===== config.mk =====
export PLATFORM = sky130hd
export DESIGN_NAME = pc_call_stack
export DESIGN_NICKNAME = d
export VERILOG_FILES = /design/src/rtl/pcs_pkg.sv /design/src/rtl/pcs_arbiter.sv /design/src/rtl/pcs_ret_stack.sv /design/src/rtl/pcs_active.sv /design/src/rtl/pc_call_stack.sv
export SDC_FILE = /design/constraint.sdc
export NUM_CORES = 1
export LEC_CHECK = 0
export BUFFER_PORTS_ARGS = -buffer_cell sky130_fd_sc_hd__buf_2
export CORE_MARGIN = 4
export CORE_UTILIZATION = 55
export CTS_BUF_LIST = sky130_fd_sc_hd__clkbuf_4
export CTS_CLUSTER_SIZE = 25
export DETAILED_ROUTE_END_ITERATION = 10
export GPL_TIMING_DRIVEN = 0
export PLACE_DENSITY_LB_ADDON = 0.25
export SYNTH_ARGS = -nofsm -noshare
export SYNTH_HDL_FRONTEND = slang
export SYNTH_HIERARCHICAL = 1
export SYNTH_SLANG_ARGS = --single-unit

===== constraint.sdc =====
create_clock -name clk -period 1.9 [get_ports clk]
set_input_delay 0.38 -clock clk [delete_from_list [all_inputs] [get_ports clk]]
set_output_delay 0.38 -clock clk [all_outputs]
set_load 0.01 [all_outputs]

===== src/rtl/pcs_pkg.sv =====
// Shared types for the program counter with internal return stack.
// Assumes: exactly one operation is selected per cycle.
package pcs_pkg;

    typedef enum logic [2:0] {
        OP_NONE = 3'd0,
        OP_INC  = 3'd1,
        OP_JMP  = 3'd2,
        OP_RET  = 3'd3,
        OP_CALL = 3'd4
    } pcs_op_e;

endpackage


===== src/rtl/pcs_arbiter.sv =====
// Request arbiter: reduces the four request lines to one operation.
// Assumes: the priority order is call, return, jump, increment.
module pcs_arbiter
    import pcs_pkg::*;
(
    input  logic    step_i,
    input  logic    jump_i,
    input  logic    call_i,
    input  logic    ret_i,
    output pcs_op_e op_o
);

    // Fixed-priority selection of the single honoured request.
    always_comb begin
        if (call_i)      op_o = OP_CALL;
        else if (ret_i)  op_o = OP_RET;
        else if (jump_i) op_o = OP_JMP;
        else if (step_i) op_o = OP_INC;
        else             op_o = OP_NONE;
    end

endmodule


===== src/rtl/pcs_ret_stack.sv =====
// Ring of saved return addresses, indexed by a wrapping pointer.
// Assumes: push and pop never occur in the same cycle, and SLOTS >= 2.
module pcs_ret_stack #(
    parameter int ADDR_W = 12,
    parameter int SLOTS  = 3
) (
    input  logic              clk,
    input  logic              rst_n,
    input  logic              push_i,
    input  logic              pop_i,
    input  logic [ADDR_W-1:0] push_data_i,
    output logic [ADDR_W-1:0] pop_data_o
);

    localparam int PTR_W = (SLOTS > 1) ? $clog2(SLOTS) : 1;
    localparam logic [PTR_W-1:0] LAST = PTR_W'(SLOTS - 1);

    logic [PTR_W-1:0]  ptr_q;
    logic [PTR_W-1:0]  prev_idx;
    logic [PTR_W-1:0]  next_idx;
    logic [ADDR_W-1:0] slot_q [SLOTS];

    // Neighbouring indices with modulo-SLOTS wrap.
    always_comb begin
        prev_idx = (ptr_q == '0)   ? LAST : ptr_q - PTR_W'(1);
        next_idx = (ptr_q == LAST) ? '0   : ptr_q + PTR_W'(1);
    end

    // Stack index: forward on push, back on pop.
    always_ff @(posedge clk) begin
        if (!rst_n)      ptr_q <= '0;
        else if (push_i) ptr_q <= next_idx;
        else if (pop_i)  ptr_q <= prev_idx;
    end

    // One register per saved slot, written when the index selects it.
    for (genvar g = 0; g < SLOTS; g++) begin : g_slot
        always_ff @(posedge clk) begin
            if (!rst_n)
                slot_q[g] <= '0;
            else if (push_i && ptr_q == PTR_W'(g))
                slot_q[g] <= push_data_i;
        end
    end

    // The most recently pushed entry sits just below the index.
    assign pop_data_o = slot_q[prev_idx];

    p_ptr_bound_r6: assert property (@(posedge clk) disable iff (!rst_n)
        ptr_q <= LAST);

    p_push_then_top_r5: assert property (@(posedge clk) disable iff (!rst_n)
        push_i |=> pop_data_o == $past(push_data_i));

    p_single_op_r8: assert property (@(posedge clk) disable iff (!rst_n)
        !(push_i && pop_i));

endmodule


===== src/rtl/pcs_active.sv =====
// Active program counter: loads, advances or holds the fetch address.
// Assumes: op_i comes from the arbiter; ret_addr_i is the stack top.
module pcs_active
    import pcs_pkg::*;
#(
    parameter int ADDR_W = 12
) (
    input  logic              clk,
    input  logic              rst_n,
    input  pcs_op_e           op_i,
    input  logic [ADDR_W-1:0] target_i,
    input  logic [ADDR_W-1:0] ret_addr_i,
    output logic [ADDR_W-1:0] pc_o,
    output logic [ADDR_W-1:0] pc_plus1_o
);

    logic [ADDR_W-1:0] pc_q;

    // Sequential successor, wrapping from all ones to zero.
    assign pc_plus1_o = pc_q + ADDR_W'(1);

    // Next fetch address per the selected operation.
    always_ff @(posedge clk) begin
        if (!rst_n) pc_q <= '0;
        else begin
            case (op_i)
                OP_CALL: pc_q <= target_i;
                OP_RET:  pc_q <= ret_addr_i;
                OP_JMP:  pc_q <= target_i;
                OP_INC:  pc_q <= pc_plus1_o;
                default: pc_q <= pc_q;
            endcase
        end
    end

    assign pc_o = pc_q;

    p_inc_step_r2: assert property (@(posedge clk) disable iff (!rst_n)
        op_i == OP_INC |=> pc_q == $past(pc_q) + ADDR_W'(1));

    p_jump_load_r3: assert property (@(posedge clk) disable iff (!rst_n)
        op_i == OP_JMP |=> pc_q == $past(target_i));

    p_ret_load_r5: assert property (@(posedge clk) disable iff (!rst_n)
        op_i == OP_RET |=> pc_q == $past(ret_addr_i));

    p_idle_hold_r9: assert property (@(posedge clk) disable iff (!rst_n)
        op_i == OP_NONE |=> $stable(pc_q));

endmodule


===== src/rtl/pc_call_stack.sv =====
// Program counter with an on-chip ring of return-address registers.
// Assumes: DEPTH counts all counters, active one included (DEPTH >= 3).
module pc_call_stack #(
    parameter int ADDR_W = 12,
    parameter int DEPTH  = 4
) (
    input  logic              clk,
    input  logic              rst_n,
    input  logic              step_i,
    input  logic              jump_i,
    input  logic              call_i,
    input  logic              ret_i,
    input  logic [ADDR_W-1:0] target_i,
    output logic [ADDR_W-1:0] fetch_addr_o
);

    import pcs_pkg::*;

    localparam int SLOTS = DEPTH - 1;

    pcs_op_e           op;
    logic [ADDR_W-1:0] pc_plus1;
    logic [ADDR_W-1:0] ret_addr;

    pcs_arbiter u_arb (
        .step_i (step_i),
        .jump_i (jump_i),
        .call_i (call_i),
        .ret_i  (ret_i),
        .op_o   (op)
    );

    pcs_ret_stack #(.ADDR_W(ADDR_W), .SLOTS(SLOTS)) u_stack (
        .clk         (clk),
        .rst_n       (rst_n),
        .push_i      (op == OP_CALL),
        .pop_i       (op == OP_RET),
        .push_data_i (pc_plus1),
        .pop_data_o  (ret_addr)
    );

    pcs_active #(.ADDR_W(ADDR_W)) u_pc (
        .clk        (clk),
        .rst_n      (rst_n),
        .op_i       (op),
        .target_i   (target_i),
        .ret_addr_i (ret_addr),
        .pc_o       (fetch_addr_o),
        .pc_plus1_o (pc_plus1)
    );

    p_call_wins_r8: assert property (@(posedge clk) disable iff (!rst_n)
        call_i |=> fetch_addr_o == $past(target_i));

    p_call_target_r4: assert property (@(posedge clk) disable iff (!rst_n)
        (call_i && ret_i) |=> fetch_addr_o == $past(target_i));

endmodule


### Yosys cells after proc, flatten, opt, wreduce, memory -nomap -nowiden

Memory sizes are Yosys's and may differ from the RTL's.
Cells that the tools add are included.

* bits of input ports: 18
* bits in writable memories: 36
* logic and storage cells: 44
* bits in latches: 0
* output and inout bits: 12
* memories: 1
* bits in registers: 14
* bits in read-only memories: 0

* eq/ne operators: 6
* bitwise operators: 3
* reductions and logical operators: 7
* shifts and indexed selects: 0
* add/sub/neg operators: 3
* multipliers: 0
* multiplexer cells: 22
* magnitude comparators: 0
* divide/modulo/power cells: 0

Memory list
* u_stack.slot_q: depth 3, bits a word 12, rd ports 1, clocked after Yosys merged registers in 0, write ports 3, RTL line pcs_ret_stack.sv:21 `logic [ADDR_W-1:0] slot_q [SLOTS];`

Operators with widths (count)
* 12-bit 2-to-1 mux: 3
* 12-bit case mux with 3 select lines: 1
* 12-bit by 1-bit adder with 12-bit output (second input constant): 1
* 1-bit 2-to-1 mux: 11
* 3-bit 2-to-1 mux: 3
* 2-bit 2-to-1 mux: 4
* 3-bit by 2-bit == test with 1-bit output (second input constant): 2
* 3-bit by 1-bit == test with 1-bit output (second input constant): 1
* 3-bit == test (second input constant): 1
* 1-bit logical AND: 3
* 1-bit bitwise OR: 3
* 3-bit nonzero test: 1
* 2-bit by 1-bit adder with 2-bit output (second input constant): 1
* 2-bit by 1-bit == test with 1-bit output (second input constant): 1
* 2-bit == test (second input constant): 1
* 2-bit logical NOT: 1
* 2-bit nonzero test: 1
* 2-bit OR reduction: 1
* 2-bit by 1-bit subtractor with 2-bit output (second input constant): 1

### Depth between registers and ports, before layout

Gate-level depths: netlist of the first run.

* word-level depth: 10
* gate-level depth with buffers: 10
* mapped depth without buffers: 8

### By module

Netlist of the first run, hierarchy kept.

Modules (own cells, without submodules)
* pcs_ret_stack: area each 1848.0 um^2, seq. area each 1121.1 um^2, cells an instance 145, times used 1
* pcs_active: area each 1113.6 um^2, seq. area each 240.2 um^2, cells an instance 144, times used 1
* pcs_arbiter: area each 33.8 um^2, seq. area each 0.0 um^2, cells an instance 6, times used 1
* pc_call_stack: area each 21.3 um^2, seq. area each 0.0 um^2, cells an instance 2, times used 1

### Worst setup path after synthesis of the first run

OpenSTA, ideal clock, no wires.

* path kind: reg2reg
* start point: reg u_pc.pc_q[0] (netlist: u_pc/pc_o[0])
* end point: mem u_stack.slot_q[0][10] (data pin)
* cell stages (with the launch flop): 6
* setup time: 0.255 ns
* arrival: 1.544 ns
* clock period less this slack: 1.799 ns
* buffers on the path: 0
* path slack: 0.101 ns
* required time: 1.645 ns
* path through: dfxtp_1 ha_1 nand3_2 o31a_1 or2_1 and2_1

RTL lines
* start: declaration: RTL line pcs_active.sv:17 `logic [ADDR_W-1:0] pc_q;`
* start signal: assignment: RTL line pcs_active.sv:27 `OP_CALL: pc_q <= target_i;`
* start signal: assignment: RTL line pcs_active.sv:28 `OP_RET: pc_q <= ret_addr_i;`
* start signal: assignment: RTL line pcs_active.sv:29 `OP_JMP: pc_q <= target_i;`
* end: declaration: RTL line pcs_ret_stack.sv:21

==> results of run 1 <==
==> final timing paths <==
path | startpoint | to | slack, ns | cells after the start
min reg2reg | u_pc/pc_o[11] | u_pc/pc_o[11] | 0.60 | 2
max reg2reg | u_pc/pc_o[0] | u_stack/slot_q[1][10] | 0.05 | 5
min | target_i[0] | u_pc/pc_o[0] | 0.30 | 3
max | u_pc/pc_o[0] | u_stack/slot_q[1][10] | 0.05 | 5
==> placed cells by master, fill, tap and decap left out, types with 4 or more instances in the layout <==
cell type                   n
sky130_fd_sc_hd__dfxtp_1   10
sky130_fd_sc_hd__a21oi_1   16
sky130_fd_sc_hd__o21ai_0   14
sky130_fd_sc_hd__o21ai_1    4
sky130_fd_sc_hd__mux2i_1   14
sky130_fd_sc_hd__ha_1       7
sky130_fd_sc_hd__xnor2_1    5
sky130_fd_sc_hd__nand3_1    6
sky130_fd_sc_hd__nor2b_1    5
sky130_fd_sc_hd__buf_4      7
sky130_fd_sc_hd__a21oi_2    4
sky130_fd_sc_hd__nor2_1    25
sky130_fd_sc_hd__o22ai_1    4
sky130_fd_sc_hd__buf_2     31
sky130_fd_sc_hd__clkbuf_4   5
sky130_fd_sc_hd__and2_1    35
sky130_fd_sc_hd__nand2_1   17
sky130_fd_sc_hd__inv_1     10
sky130_fd_sc_hd__edfxtp_1  36
sky130_fd_sc_hd__buf_6      7
==> area by class of cell <==
class                           count  share of cell area [%]
Clock inverter                      3                    1.26
Tap cell                           70                    2.53
Timing Repair Buffer               33                    5.56
Clock buffer                        5                    1.08
Buffer                             18                    5.09
Inverter                           12                    1.30
Sequential cell                    50                    39.5
Multi-Input combinational cell    217                    43.7
==> critical path, delay by kind of cell, from the launching register on <==
family	cells	cell delay, ns
compound gates	1	0.36
fa+ha+maj	1	0.22
flops	1	0.46
simple gates	3	0.58
==> flip-flops by register name (all words and copies together) (netlist names) <==
name	cells
u_pc/pc_o	12
u_stack/ptr_q	2
u_stack/slot_q	36
==> where the power goes <==
group	total, mW	switching [mW]	internal [mW]
Clock	0.651	0.371	0.280
Sequential	1.32	0.0715	1.24
Combinational	0.547	0.317	0.229
Total	2.51	0.760	1.75
==> kinds of logic after synthesis <==
family | after synthesis
flops | 50
mux | 15
buf+inv | 30
xor+xnor | 9
fa+ha+maj | 7
simple gates | 120
compound gates | 66
==> metrics by stage <==
stage	utilization (%)	area [sq um]	worst slack [ns]	TNS (ns)
finish	66.6	3470	0.0532	0
global route	66.6	3470	-0.00233	-0.00233
CTS	64.5	3360	0.0181	0
detailed placement	62.4	3250	-0.186	-4.46
global placement	62.4	3250	-0.146	-3.54
floorplan	-	3020	0.101	0
==> timing repair <==
action | 4_1_cts | 5_1_grt
endpoints found under the setup margin | 13 | 25
resized for setup | 10 | 18
gates cloned | 0 | 1
buffers inserted | 0 | 3
pin swaps | 0 | 7
==> per-layer routing <==
layer	vias to the layer above	GRT usage, %
met4	0	4.82
met2	79	35.5
met3	10	3.84
met1	1103	30.2
met5	-	0
li1	1143	-
==> impl_metrics.toml, run 1 <==
[clock_network]
cts_hold_repair.buffers = 0
tritoncts_clock_tree = "done"
clock_latency_ns = 0.38
clk_transition_reported_paths_ns = 0.16
cts.sink_count = 50
clock_path_buffers = 2
num_cts_buffers = 5
cts.root.buffer_cell = "sky130_fd_sc_hd__clkbuf_4"
ctsHtreeMaxLevel = 2

[worst_setup_path]
crit_path_start_kind = "flop"
timing.critical_path.cells = "ha_1, nand3_2, o31a_1, or2_1, and2_1"
cp_slowest_cell = "sky130_fd_sc_hd__dfxtp_2"
slowest_delay_ns = 0.46
arrival_ns = 2.00
critical_path_peak_fanout = 8
timing.critical_path.required_ns = 2.05
timing.critical_path.to_type = "flop"
timing.setup.critical_path_class = "reg2reg"

[drt]
routed-wl-met2_mm = 3.36
highest_metal_used = "met4"
met3_length_um = 471
drt_first_iter_violations = 142
routed_via_density = 5.72
routed-via-count = 2335
postRouteWirelength_mm = 7.06
met1Wirelength_mm = 3.16
routedWlPerCell_um = 17.3
drt_drc_violations_left = 0
detail_route.first_pass.iterations = 5
ant_nets = 0

[power]
power_density_mw_per_mm2 = 725
max-vdd-ir-drop_mv = 0.361
p_leak_nw = 1.34
report.power.total_mw = 2.51

[global_route]
pin_count_of_the_biggest_net_entering_global_routing = 17
grt_util_all_layers_pct = 21.7
grt_pass1_vias = 2133
gr-total-overflow = 0
grt_pass1_wl_mm = 10.8
antenna_found_initial = 0

[sta]
max_clock_freq_mhz = 541
endpoints_failing_setup = 0
clock-skew-final_ns = 0.0124
worst_hold_slack_ns = 0.304
post-route-period-util_pct = 97.2
post-route-min-period_ns = 1.85
hold_violations = 0
max_slew_margin_pct = 61.1
tightest_slew_ns = 0.582
final-max-slew-violation-count = 0

[floorplan]
design.die.area_sq_mm = 0.00673
design.core.area_sq_mm = 0.00520
floorplan.initialDensity_pct = 58.0
top_level_ports = 30
die_w_um = 82.1
core.rowCount = 26
die_height_um = 82.1

[final_layout]
antenna_cells_inserted = 0
ff_latch_area_sq_mm = 0.00137
fillCellCount = 442
stdcell_count = 408
flow.area_growth_from_synthesis_pct = 15.0
post_route_cells_drive_above_1_share_pct = 26.0
final_net_count = 362
multiInputGateArea_sq_mm = 0.00152

[synthesis]
synthXorXnorAreaFrac_pct = 2.86
main_combinational_cell_family_by_area_after_synthesis = "simple AND/OR/NAND/NOR gates"
synth.yosys.seq_area_share_pct = 45.1
synth_cell_count_leaders = "36 x sky130_fd_sc_hd__edfxtp_1, 35 x sky130_fd_sc_hd__and2_1, 25 x sky130_fd_sc_hd__nor2_1"
ys_ff_latch = 50
async_flop_share_pct = 0
synth_cell_types = 56
synth.mux.area_fraction_pct = 4.98
postSynthNetCount = 322
syn_area_sq_mm = 0.00302
post_synth.cell_area_avg_sq_um = 10.2
yosys_warnings = 6
synth.top_cell.area_share_pct = 35.8
synth_adder_area_share_pct = 2.90
synth_top_cell_by_area = "sky130_fd_sc_hd__edfxtp_1"
area_fraction_in_compound_gates_after_synthesis_pct = 14.2
synth-simple-area-share_pct = 23.6
postSynthCellCount = 297
synth_most_common_cell = "sky130_fd_sc_hd__edfxtp_1"
synth_edf_count = 36
ys_dominant_reg_cell = "sky130_fd_sc_hd__edfxtp_1"
synthTopCellsByArea = "sky130_fd_sc_hd__edfxtp_1 36%, sky130_fd_sc_hd__dfxtp_1 9.3%, sky130_fd_sc_hd__and2_1 7.3%, sky130_fd_sc_hd__mux2i_1 5.0%, sky130_fd_sc_hd__a21oi_1 3.3%"

[job]
max_cap_violations = 0

[placement]
place_congestion = 0.900
dp_hpwl_mm = 4.94
post-place-cells = 396
io_buffers = 29

[outcome]
status = "finished clean"

[hold_path]
worst_hold_path_type = "in2reg"
(Power assumes the default switching activity.)
==> inputs of run 2 (changes only) <==
PLACE_DENSITY = 0.75   (was default)
PLACE_DENSITY_LB_ADDON = default   (was 0.25)
==> impl_metrics.toml, run 2 (synthesis gave the netlist of run 1 again) <==
[sta]
final-max-slew-violation-count = 0
rsz0062_at_grt = "false"
endpoints_failing_setup = 0
hold_violations = 0
tightest_slew_ns = 0.586
final.setup.worst_slack_ns = 0.0774
max_clock_freq_mhz = 549
worst_hold_slack_ns = 0.303
post-route-min-period_ns = 1.82
max_slew_margin_pct = 60.8
post-route-period-util_pct = 95.9
clock-skew-final_ns = 0.0135

[placement]
dp_slack_ns = -0.152
io_buffers = 29
dp_hpwl_mm = 5.06
placed_area_sq_mm = 0.00325
place_congestion = 0.849

[final_layout]
layout_commonest_cell = "sky130_fd_sc_hd__edfxtp_1"
flow.area_growth_from_synthesis_pct = 15.2
ff_latch_area_sq_mm = 0.00137
fillCellCount = 436
post_route_cells_drive_above_1_share_pct = 26.5
regMostFlops = "u_stack/slot_q"
mostFrequentLayoutCells = "36 x sky130_fd_sc_hd__edfxtp_1, 35 x sky130_fd_sc_hd__and2_1, 31 x sky130_fd_sc_hd__buf_2"
postLayoutCoreUtil_pct = 66.8
antenna_cells_inserted = 0
final_net_count = 363
largest_register_ff_count = 36
design_area_sq_mm = 0.00347
multiInputGateArea_sq_mm = 0.00151

[worst_setup_path]
cp_slowest_cell = "sky130_fd_sc_hd__dfxtp_4"
timing.critical_path.to_type = "flop"
timing.critical_path.required_ns = 2.04
worst-path-buf-inv = 0
timing.setup.critical_path_class = "reg2reg"
path_delay_family = "simple AND/OR/NAND/NOR gates"
critical_path_peak_fanout = 8
slowest_delay_ns = 0.43
crit_path_start_kind = "flop"
timing.critical_path.cells = "ha_1, nand3_2, o31a_1, or2_1, and2_1"
arrival_ns = 1.96

[clock_network]
num_cts_buffers = 5
tritoncts_clock_tree = "done"
clock_latency_ns = 0.37
clock_path_buffers = 2
clk_transition_reported_paths_ns = 0.16
ctsHtreeMaxLevel = 2
cts.sink_count = 50
cts.root.buffer_cell = "sky130_fd_sc_hd__clkbuf_4"

[drt]
detail_route.first_pass.iterations = 4
postRouteWirelength_mm = 7.15
drt_drc_violations_left = 0
ant_nets = 0
routed_via_density = 5.67
routed-via-count = 2317
routedWlPerCell_um = 17.5
drt_first_iter_violations = 162

[power]
p_leak_nw = 1.34
max-vdd-ir-drop_mv = 0.349
power_density_mw_per_mm2 = 720
report.power.total_mw = 2.50

[global_route]
gr-total-overflow = 0
grt_util_all_layers_pct = 22.8
grt_pass1_wl_mm = 11.3
antenna_found_initial = 0
grt_pass1_vias = 2190
pin_count_of_the_biggest_net_entering_global_routing = 17

[floorplan]
core.rowCount = 26
top_level_ports = 30
design.die.area_sq_mm = 0.00673
die_height_um = 82.1
design.core.area_sq_mm = 0.00520
die_w_um = 82.1
floorplan.initialDensity_pct = 58.0

[hold_path]
worst_hold_path_type = "in2reg"

[outcome]
status = "finished clean"

[job]
max_cap_violations = 0
run 2: power breakdown:
part	internal, mW	switching [mW]
registers	1.24	0.0725
logic	0.231	0.320
clock network	0.280	0.354
run 2: final timing paths:
check	start	end	slack, ns	depth (start not counted)
max reg2reg	u_pc/pc_o[0]	u_stack/slot_q[2][10]	0.08	5
max	u_pc/pc_o[0]	u_stack/slot_q[2][10]	0.08	5
min	target_i[5]	u_pc/pc_o[5]	0.30	3
min reg2reg	u_stack/ptr_q[1]	u_stack/ptr_q[1]	0.62	2
run 2: what timing repair did:
item / in CTS / in global routing
hold buffers: 0 / 0
gates cloned: 0 / 1
gates resized for setup: 8 / 24
buffers inserted: 0 / 4
setup endpoints to repair: 14 / 27
pin swaps: 0 / 5
run 2: area by class of cell:
class	count	share of cell area [%]
Multi-Input combinational cell	217	43.5
Sequential cell	50	39.5
Timing Repair Buffer	34	5.76
Buffer	18	5.08
Tap cell	70	2.52
Inverter	12	1.30
Clock inverter	3	1.26
Clock buffer	5	1.08
run 2: per-layer routing:
metal  part of all wire [%]  up-vias  GRT usage [%]
met5                      0        -              0
met4                   0.50        0           5.65
met3                    6.5        4           4.71
met2                     47       68           35.6
met1                     46     1100           32.4
li1                       -     1145              -
run 2: per-stage QoR:
step / TNS [ns] / instances
after floorplan: 0 / 297
after global placement: -4.05 / 396
after detailed placement: -4.89 / 396
after CTS: -0.00560 / 404
after global routing: 0 / 409
final: 0 / 409
run 2: worst min-delay path, stage by stage:
cell and delay, ns:
sky130_fd_sc_hd__buf_2 0.10, sky130_fd_sc_hd__o22ai_1 0.06, sky130_fd_sc_hd__o22ai_1 0.09
==> inputs of run 3 (changes only) <==
PLACE_DENSITY = default   (was 0.75)
PLACE_DENSITY_LB_ADDON = 0.08   (was default)
SETUP_SLACK_MARGIN = 0.5   (was default)
==> impl_metrics.toml, run 3 (synthesis gave the netlist of run 1 again) <==
[drt]
ant_nets = 0
drt_first_iter_violations = 189
drt_drc_violations_left = 0
routed-via-count = 2627
detail_route.first_pass.iterations = 5
routed_via_density = 5.97
routedWlPerCell_um = 19.1
postRouteWirelength_mm = 8.40

[sta]
timing.setup.tns_ns = 0
worst_hold_slack_ns = 0.312
rsz0062_at_grt = "true"
post-route-period-util_pct = 93.9
post-route-min-period_ns = 1.78
max_slew_margin_pct = 60.1
endpoints_failing_setup = 0
hold_violations = 0
max_clock_freq_mhz = 560
clock-skew-final_ns = 0.0130
final-max-slew-violation-count = 0
tightest_slew_ns = 0.595

[clock_network]
cts.sink_count = 50
clk_transition_reported_paths_ns = 0.16
num_cts_buffers = 5
cts.root.buffer_cell = "sky130_fd_sc_hd__clkbuf_4"
tritoncts_clock_tree = "done"
clock_path_buffers = 2
ctsHtreeMaxLevel = 2
clock_latency_ns = 0.37

[worst_setup_path]
crit_path_start_kind = "flop"
critical_path_peak_fanout = 5
timing.setup.critical_path_class = "reg2reg"
timing.critical_path.to_type = "flop"
cp_slowest_cell = "sky130_fd_sc_hd__dfxtp_4"
slowest_delay_ns = 0.40
path_delay_family = "compound AO/OA/AOI/OAI gates"
arrival_ns = 2.09
worst-path-buf-inv = 3
timing.critical_path.cells = "inv_6, ha_4, buf_8, buf_16, mux2i_4, a21oi_2, mux2i_1, a21oi_1, o22ai_1, nor2_1"
timing.critical_path.required_ns = 2.20

[final_layout]
post_route_cells_drive_above_1_share_pct = 47.6
fillCellCount = 326
postLayoutCoreUtil_pct = 79.0
largest_register_ff_count = 36
final_net_count = 394
design_area_sq_mm = 0.00411
mostFrequentLayoutCells = "36 x sky130_fd_sc_hd__edfxtp_1, 26 x sky130_fd_sc_hd__buf_2, 26 x sky130_fd_sc_hd__buf_4"
multiInputGateArea_sq_mm = 0.00180
ff_latch_area_sq_mm = 0.00140
antenna_cells_inserted = 0
layout_commonest_cell = "sky130_fd_sc_hd__edfxtp_1"
regMostFlops = "u_stack/slot_q"
flow.area_growth_from_synthesis_pct = 36.4

[floorplan]
die_height_um = 82.1
die_w_um = 82.1
floorplan.initialDensity_pct = 58.0
core.rowCount = 26
design.core.area_sq_mm = 0.00520
top_level_ports = 30
design.die.area_sq_mm = 0.00673

[placement]
dp_hpwl_mm = 5.00
io_buffers = 29
placed_area_sq_mm = 0.00340
place_congestion = 0.891

[global_route]
grt_pass1_vias = 2399
antenna_found_initial = 0
grt_pass1_wl_mm = 12.2
pin_count_of_the_biggest_net_entering_global_routing = 17
grt_util_all_layers_pct = 24.7
gr-total-overflow = 0

[power]
power_density_mw_per_mm2 = 636
max-vdd-ir-drop_mv = 0.469
p_leak_nw = 1.57
report.power.total_mw = 2.62

[outcome]
status = "finished clean"

[job]
max_cap_violations = 0

[hold_path]
worst_hold_path_type = "in2reg"
-- run 3: cell types whose count changed in the layout (fill, tap and decap cells not counted), sizes merged --
cell / delta
inv: -1
clkinvlp: +1
clkinv: +1
buf: +30
bufinv: -1
nand2: +1
-- run 3: path summary, 6_finish.rpt --
kind                    startpoint      endpoint  slack, ns  depth (start not counted)
setup / recovery  u_stack/ptr_q[0]  u_pc/pc_o[1]       0.12                         10
hold / removal         target_i[5]  u_pc/pc_o[5]       0.31                          3
setup reg to reg  u_stack/ptr_q[0]  u_pc/pc_o[1]       0.12                         10
hold reg to reg       u_pc/pc_o[9]  u_pc/pc_o[9]       0.60                          2
-- run 3: area by class of cell --
class | instances | share of cell area [%]
buffer | 18 | 4.90
clock buffer | 5 | 0.912
clock inverter | 3 | 0.517
inverter | 12 | 1.28
multi-input combinational | 218 | 43.6
sequential | 50 | 34.1
tap | 70 | 2.13
timing repair buffer | 64 | 12.6
-- run 3: through the flow --
stage / worst slack (ns) / std cells
3_3_place_gp: 0.0247 / 396
5_1_grt: 0.0335 / 440
6_report: 0.116 / 440
4_1_cts: 0.213 / 426
3_5_place_dp: 0.0144 / 396
2_1_floorplan: 0.343 / 297
-- run 3: where the power goes --
group	internal (mW)	total, mW	leakage, nW	switching [mW]
registers	1.25	1.32	0.498	0.0754
clock network	0.145	0.501	0.0312	0.356
logic	0.376	0.793	1.04	0.418
-- run 3: routing by layer --
layer  vias to the layer above  global-route usage, %  share of wire (%)
li1                       1215                      -                  -
met1                      1279                   33.1                 42
met2                       105                   40.1                 50
met3                        28                   4.93                5.5
met4                         0                   7.97                2.5
met5                         -                      0                  0
-- run 3: what timing repair did --
item / in CTS / in global routing
gates cloned: 2 / 2
pin swaps: 14 / 30
hold buffers: 0 / 0
buffers inserted: 20 / 12
endpoints found under the setup margin: 47 / 58
resized for setup: 31 / 56
-- run 3: worst reg2reg max path, stage by stage (launching register included) --
cell and delay [ns]:
sky130_fd_sc_hd__dfxtp_4 0.40, sky130_fd_sc_hd__inv_6 0.05, sky130_fd_sc_hd__ha_4 0.15, sky130_fd_sc_hd__buf_8 0.13, sky130_fd_sc_hd__buf_16 0.14, sky130_fd_sc_hd__mux2i_4 0.18
sky130_fd_sc_hd__a21oi_2 0.15, sky130_fd_sc_hd__mux2i_1 0.10, sky130_fd_sc_hd__a21oi_1 0.20, sky130_fd_sc_hd__o22ai_1 0.12, sky130_fd_sc_hd__nor2_1 0.11
